--- src/rtl/alu_pkg.sv ---
package alu_pkg;

  typedef enum logic [3:0] {
    OP_ADD   = 4'd0,
    OP_ADDC  = 4'd1,
    OP_SUB   = 4'd2,
    OP_SUBC  = 4'd3,
    OP_AND   = 4'd4,
    OP_OR    = 4'd5,
    OP_XOR   = 4'd6,
    OP_ANDN  = 4'd7,
    OP_ORN   = 4'd8,
    OP_XNOR  = 4'd9,
    OP_SETUP = 4'd10
  } alu_op_e;

  typedef enum logic [1:0] {
    KIND_ADD   = 2'd0,
    KIND_SUB   = 2'd1,
    KIND_LOGIC = 2'd2
  } flag_kind_e;

  typedef enum logic [1:0] {
    IMM_W13   = 2'd0,
    IMM_W11   = 2'd1,
    IMM_W10   = 2'd2,
    IMM_W13B  = 2'd3
  } imm_form_e;

  localparam int CC_BITS = 8;

endpackage

--- src/rtl/alu_imm_ext.sv ---
module alu_imm_ext #(
  parameter int DW   = 64,
  parameter int WMAX = 13,
  parameter int WMID = 11,
  parameter int WMIN = 10
) (
  input  logic [WMAX-1:0] raw,
  input  logic [1:0]      form,
  output logic [DW-1:0]   value
);
  import alu_pkg::*;

  logic [DW-1:0] ext_max, ext_mid, ext_min;

  assign ext_max = {{(DW-WMAX){raw[WMAX-1]}}, raw[WMAX-1:0]};
  assign ext_mid = {{(DW-WMID){raw[WMID-1]}}, raw[WMID-1:0]};
  assign ext_min = {{(DW-WMIN){raw[WMIN-1]}}, raw[WMIN-1:0]};

  always_comb begin
    case (imm_form_e'(form))
      IMM_W11: value = ext_mid;
      IMM_W10: value = ext_min;
      default: value = ext_max;
    endcase
  end
endmodule

--- src/rtl/alu_adder.sv ---
module alu_adder #(
  parameter int DW = 64
) (
  input  logic [DW-1:0] a,
  input  logic [DW-1:0] b,
  input  logic          cin,
  output logic [DW-1:0] sum,
  output logic          c_half,
  output logic          c_full
);
  localparam int HW = DW / 2;

  logic [HW:0] low_sum;
  logic [DW:0] full_sum;

  assign low_sum  = {1'b0, a[HW-1:0]} + {1'b0, b[HW-1:0]} + {{HW{1'b0}}, cin};
  assign full_sum = {1'b0, a} + {1'b0, b} + {{DW{1'b0}}, cin};

  assign sum    = full_sum[DW-1:0];
  assign c_half = low_sum[HW];
  assign c_full = full_sum[DW];
endmodule

--- src/rtl/alu_ccgen.sv ---
module alu_ccgen #(
  parameter int DW = 64
) (
  input  logic [DW-1:0] res,
  input  logic [DW-1:0] opa,
  input  logic [DW-1:0] opb,
  input  logic          c_half,
  input  logic          c_full,
  input  logic [1:0]    kind,
  output logic [7:0]    cc
);
  import alu_pkg::*;

  localparam int HW = DW / 2;

  logic [1:0] carry, ovf, zero, neg;

  // index 0: low half, index 1: full width
  assign zero[0] = (res[HW-1:0] == '0);
  assign zero[1] = (res == '0);
  assign neg[0]  = res[HW-1];
  assign neg[1]  = res[DW-1];

  always_comb begin
    case (flag_kind_e'(kind))
      KIND_ADD: begin
        carry = {c_full, c_half};
        ovf[0] = (opa[HW-1] == opb[HW-1]) && (res[HW-1] != opa[HW-1]);
        ovf[1] = (opa[DW-1] == opb[DW-1]) && (res[DW-1] != opa[DW-1]);
      end
      KIND_SUB: begin
        carry = {~c_full, ~c_half};
        ovf[0] = (opa[HW-1] == opb[HW-1]) && (res[HW-1] != opa[HW-1]);
        ovf[1] = (opa[DW-1] == opb[DW-1]) && (res[DW-1] != opa[DW-1]);
      end
      default: begin
        carry = 2'b00;
        ovf   = 2'b00;
      end
    endcase
  end

  assign cc = {neg[1], zero[1], ovf[1], carry[1], neg[0], zero[0], ovf[0], carry[0]};
endmodule

--- src/rtl/dual_flag_alu.sv ---
module dual_flag_alu #(
  parameter int DW    = 64,
  parameter int IMMW  = 22,
  parameter int DESTW = 5,
  parameter int SIMMW = 13,
  parameter int SHIFT = 10
) (
  input  logic             clk,
  input  logic             rst,
  input  logic             in_valid,
  output logic             in_ready,
  input  logic [3:0]       in_op,
  input  logic             in_set_cc,
  input  logic             in_use_imm,
  input  logic [1:0]       in_imm_form,
  input  logic [IMMW-1:0]  in_imm,
  input  logic [DESTW-1:0] in_dest,
  input  logic [DW-1:0]    in_a,
  input  logic [DW-1:0]    in_b,
  output logic             out_valid,
  input  logic             out_ready,
  output logic [DW-1:0]    out_result,
  output logic [DESTW-1:0] out_dest,
  output logic             out_wr,
  output logic [7:0]       out_cc
);
  import alu_pkg::*;

  localparam int UPPER_PAD = DW - IMMW - SHIFT;

  alu_op_e       op;
  logic [DW-1:0] imm_val, opb_sel, opb_eff, sum;
  logic          cin, c_half, c_full, is_sub;
  logic [1:0]    kind;
  logic [DW-1:0] result_d;
  logic [7:0]    cc_calc;
  logic          accept, is_setup, is_nop;

  logic [DW-1:0]    res_q;
  logic [DESTW-1:0] dest_q;
  logic             wr_q, valid_q;
  logic [7:0]       cc_q;

  assign op = alu_op_e'(in_op);

  alu_imm_ext #(.DW(DW), .WMAX(SIMMW), .WMID(11), .WMIN(10)) u_imm (
    .raw   (in_imm[SIMMW-1:0]),
    .form  (in_imm_form),
    .value (imm_val)
  );

  assign opb_sel = in_use_imm ? imm_val : in_b;
  assign is_sub  = (op == OP_SUB) || (op == OP_SUBC);
  assign opb_eff = is_sub ? ~opb_sel : opb_sel;

  always_comb begin
    case (op)
      OP_ADDC: cin = cc_q[0];
      OP_SUB:  cin = 1'b1;
      OP_SUBC: cin = ~cc_q[0];
      default: cin = 1'b0;
    endcase
  end

  alu_adder #(.DW(DW)) u_add (
    .a      (in_a),
    .b      (opb_eff),
    .cin    (cin),
    .sum    (sum),
    .c_half (c_half),
    .c_full (c_full)
  );

  always_comb begin
    kind = KIND_LOGIC;
    case (op)
      OP_ADD, OP_ADDC: begin kind = KIND_ADD; result_d = sum; end
      OP_SUB, OP_SUBC: begin kind = KIND_SUB; result_d = sum; end
      OP_AND:   result_d = in_a & opb_sel;
      OP_OR:    result_d = in_a | opb_sel;
      OP_XOR:   result_d = in_a ^ opb_sel;
      OP_ANDN:  result_d = in_a & ~opb_sel;
      OP_ORN:   result_d = in_a | ~opb_sel;
      OP_XNOR:  result_d = ~(in_a ^ opb_sel);
      OP_SETUP: result_d = {{UPPER_PAD{1'b0}}, in_imm, {SHIFT{1'b0}}};
      default:  result_d = '0;
    endcase
  end

  alu_ccgen #(.DW(DW)) u_cc (
    .res    (result_d),
    .opa    (in_a),
    .opb    (opb_eff),
    .c_half (c_half),
    .c_full (c_full),
    .kind   (kind),
    .cc     (cc_calc)
  );

  assign is_setup = (op == OP_SETUP);
  assign is_nop   = is_setup && (in_dest == '0) && (in_imm == '0);
  assign in_ready = !valid_q || out_ready;
  assign accept   = in_valid && in_ready;

  always_ff @(posedge clk) begin
    if (rst) begin
      valid_q <= 1'b0;
      res_q   <= '0;
      dest_q  <= '0;
      wr_q    <= 1'b0;
      cc_q    <= '0;
    end else begin
      if (accept) begin
        valid_q <= 1'b1;
        res_q   <= result_d;
        dest_q  <= in_dest;
        wr_q    <= !is_nop;
        if (in_set_cc && !is_setup) cc_q <= cc_calc;
      end else if (out_ready) begin
        valid_q <= 1'b0;
      end
    end
  end

  assign out_valid  = valid_q;
  assign out_result = res_q;
  assign out_dest   = dest_q;
  assign out_wr     = wr_q;
  assign out_cc     = cc_q;
endmodule

--- config.mk ---
export PLATFORM = sky130hd
export DESIGN_NAME = dual_flag_alu
export DESIGN_NICKNAME = d
export VERILOG_FILES = /design/src/rtl/alu_pkg.sv /design/src/rtl/alu_imm_ext.sv /design/src/rtl/alu_adder.sv /design/src/rtl/alu_ccgen.sv /design/src/rtl/dual_flag_alu.sv
export SDC_FILE = /design/constraint.sdc
export NUM_CORES = 1
export LEC_CHECK = 0
export BUFFER_PORTS_ARGS = -buffer_cell sky130_fd_sc_hd__buf_2
export CAP_MARGIN = 20
export CORE_UTILIZATION = 53
export DETAILED_ROUTE_END_ITERATION = 6
export PLACE_DENSITY = 0.84
export SETUP_SLACK_MARGIN = 0.2
export SYNTH_ARGS = -nofsm -noshare
export SYNTH_HDL_FRONTEND = slang
export SYNTH_SLANG_ARGS = --single-unit
--- constraint.sdc ---
create_clock -name clk -period 5.97 [get_ports clk]
set_clock_uncertainty 0.1 [all_clocks]
set_input_delay 0.2985 -clock clk [delete_from_list [all_inputs] [get_ports clk]]
set_output_delay 0.2985 -clock clk [all_outputs]
set_load 0.005 [all_outputs]
==> flow_summary.toml <==
[clock_network]
tritoncts = "built"
cts_max_level = 3
clk_latency_ns = 0.34
path_clk_slew_ns = 0.07
clk_path_buf_depth = 2
cts_made_buffers = 9
cts_root_buf = "clkbuf_16"
cts.sinks = 79

[setup_path]
crit_type = "primary input to flip-flop"
worstPathMaxFanout = 12
required_ns = 6.12
startpoint_type = "primary input"
cp.arrival_ns = 5.69
end_kind = "flip-flop"

[floorplanning]
die_y_um = 161.2
fp.coreArea_sq_um = 24600
io_pins = 247
start_util_pct = 54.62
num_rows = 57
dieArea_sq_um = 26000
dieWidth_um = 161.2

[power]
power_switching_mw = 1.620
seq_power_share_pct = 18.4
irDropWorstVdd_mv = 0.1516
power_leakage_nw = 6.498
p_comb_share_pct = 64.4
internal_power_mw = 1.643
swShare_pct = 49.66
p_clk_share_pct = 17.3
power_density_nw_per_um2 = 209.3

[routing]
drtAntennaViolNets = 0
routed_via_density = 7.054
vias = 17754
dr.pass1.iters = 7
routed_wl_mm = 65.56
drtIter0Drc = 2329
route.detailed.drc = 2
wl_per_cell_um = 26.05

[finish]
fin_area_sq_um = 15590
nets = 2434
multi_input_area_sq_um = 11140
syn2layout_area_growth_pct = 16.00
num-fill-cells = 2284
register_area_sq_um = 1582
drive_gt1_share_pct = 19.57

[synthesis]
syn_nets = 2216
synth_top_family_by_area = "compound AO/OA/AOI/OAI gates"
synth_top_area_cell = "dfxtp_1"
synth-edff-count = 0
synthAdderAreaFrac_pct = 9.701
ys_seq_elements = 79
synth_area_per_cell_sq_um = 6.822
synth_top_area_share_pct = 11.77
synth_xor_area_share_pct = 6.452
synthFlopType = "dfxtp_1"
syn_area_sq_um = 13440
yosys.area_share.simple_pct = 25.38
yosys-top-cells-area = "dfxtp_1 (12%), a21oi_1 (8.5%), ha_1 (7.2%), nor2_1 (5.9%), nand2_1 (4.9%)"
yosys_warnings = 0
ys_types = 101
post-synth-top-count-cell = "a21oi_1"
synth_compound_area_share_pct = 36.75
synthMuxAreaShare_pct = 4.162
postSynthCellCount = 1970
ys_top_cells_by_count = "a21oi_1 (227), nor2_1 (212), nand2_1 (176), o21ai_0 (117), clkbuf_1 (94)"
ys_async_sr_fraction_pct = 0
ys_seq_area_share_pct = 11.77

[outcome]
status = "complete, but fails checks"
failed_checks = "DRC"

[global_routing]
grt_max_degree = 126
grt_pass1_wl_mm = 96.76
grt_pass1_vias = 16484
grt_usage_pct = 48.69
antenna_found_initial = 2
overflow = 0

[timing]
worst_pin_slew_ns = 1.284
slew_headroom_pct = 14.10
setup_violations = 0
fin_crit_ns = 5.547
final.setup.tns_ns = 0
rsz0062_at_grt = "no"
whs_ns = 0.09947
final_hold_viol_count = 0
layout_worst_path_cycle_share_pct = 92.92
fmax_mhz = 180.3
final_max_slew_viol_count = 0

[flow_run]
maxCapViolations = 0

[place]
placedInstanceArea_sq_um = 15250
dp_hpwl_mm = 49.54
place_congestion = 1.100
io_buffers = 246

[hold_path]
hp-class = "primary input to flip-flop"
==> path summary, 6_finish.rpt <==
| check | from | cells after the start | end | slack [ns] |
|---|---|---|---|---|
| worst min-delay path | in_dest[2] | 3 | out_dest[2]$_SDFFE_PP0P_ | 0.1 |
| worst max-delay path | in_imm_form[0] | 18 | out_cc[6]$_SDFFE_PP0P_ | 0.42 |
| worst min register to register | out_dest[3]$_SDFFE_PP0P_ | 2 | out_dest[3]$_SDFFE_PP0P_ | 0.35 |
| worst max register to register | out_cc[0]$_SDFFE_PP0P_ | 18 | out_cc[6]$_SDFFE_PP0P_ | 0.90 |
==> per-layer routing <==
| layer | share of wire (%) | vias to the layer above | track usage (%) |
|---|---|---|---|
| met5 | 0 | - | 0 |
| met4 | 9.3 | 0 | 38.51 |
| met2 | 43 | 1368 | 76.49 |
| li1 | - | 7861 | - |
| met1 | 36 | 8140 | 57.54 |
| met3 | 12 | 385 | 10.53 |
==> sequential cells by signal (all words and copies together), names as in the netlist <==
name        flops
out_valid       1
out_cc          8
out_result     64
out_wr          1
out_dest        5
==> stage by stage <==
step,instances,utilization [%],setup slack [ns],total power [mW]
5_1_grt,2517,63.36,0.2102,3.405
3_3_place_gp,2497,61.94,0.09746,2.589
4_1_cts,2513,63.18,0.3641,3.166
3_5_place_dp,2498,61.98,0.004686,2.607
2_1_floorplan,1970,-,0.2007,1.896
6_report,2517,63.36,0.4226,3.263
==> final cells by class <==
type                            count  area share (%)
Antenna cell                        1         0.01605
Clock buffer                        9           1.445
Clock inverter                      6          0.4494
Inverter                           53           1.276
Multi-Input combinational cell   1705           71.44
Sequential cell                    79           10.14
Tap cell                          324           2.600
Timing Repair Buffer              340           12.62
==> layout by cell type (no fill, tap or decap), drive strengths merged, types with 8 or more instances in the layout <==
master  instances
buf           340
a21oi         233
nor2          212
nand2         176
o21ai         125
nor3           85
dfxtp          79
ha             77
xnor2          62
a211oi         62
inv            54
nand4          52
nand3          48
mux2i          45
a31oi          40
a21o           38
xor2           37
maj3           30
o22ai          26
nor4           26
or3            21
o21a           20
o31ai          18
a22oi          17
o221ai         17
nand2b         17
nor2b          17
o211ai         15
and2           13
a221oi         12
o21bai         11
and3           11
a211o          10
a311oi          9
clkbuf          9
mux2            9
nor3b           9
or2             8
==> what timing repair did <==
action / in CTS / in global routing
buffers inserted: 0 / 2
gates resized for setup: 0 / 5
hold buffers: 0 / 0
setup endpoints to repair: 0 / 3
==> power by group through the flow <==
stage / Sequential [mW] / Combinational (mW) / Clock, mW
floorplan: 0.610 / 1.29 / 0
global placement: 0.608 / 1.98 / 0
detailed placement: 0.609 / 2.00 / 0
CTS: 0.598 / 2.01 / 0.557
global route: 0.602 / 2.22 / 0.581
finish: 0.599 / 2.10 / 0.564
==> logic make-up (layout without fill, tap and decap cells) <==
kind of cell	count (synthesis)	after routing
AOI/OAI and AO/OA	732	732
and+or+nand+nor	711	711
xor gates and xnor gates	99	99
DFF	79	79
other	0	1
adders and majority gates	109	109
buffers and inverters	186	408
muxes	54	54
==> worst max-delay path, cell delays in order <==
cell       delay, ns
buf_2           0.09
inv_1           0.04
ha_1            0.40
a221o_2         0.57
a31oi_2         0.49
xnor2_1         0.12
ha_1            0.41
nand4_1         0.25
nor3_1          0.23
o21ai_1         0.33
a2111oi_4       0.60
o21ai_0         0.43
a31oi_1         0.25
o311a_1         0.40
nand3_1         0.14
nor4_1          0.29
nand4_1         0.15
o41ai_2         0.21
Note: power is estimated with default switching activity, not from simulation.
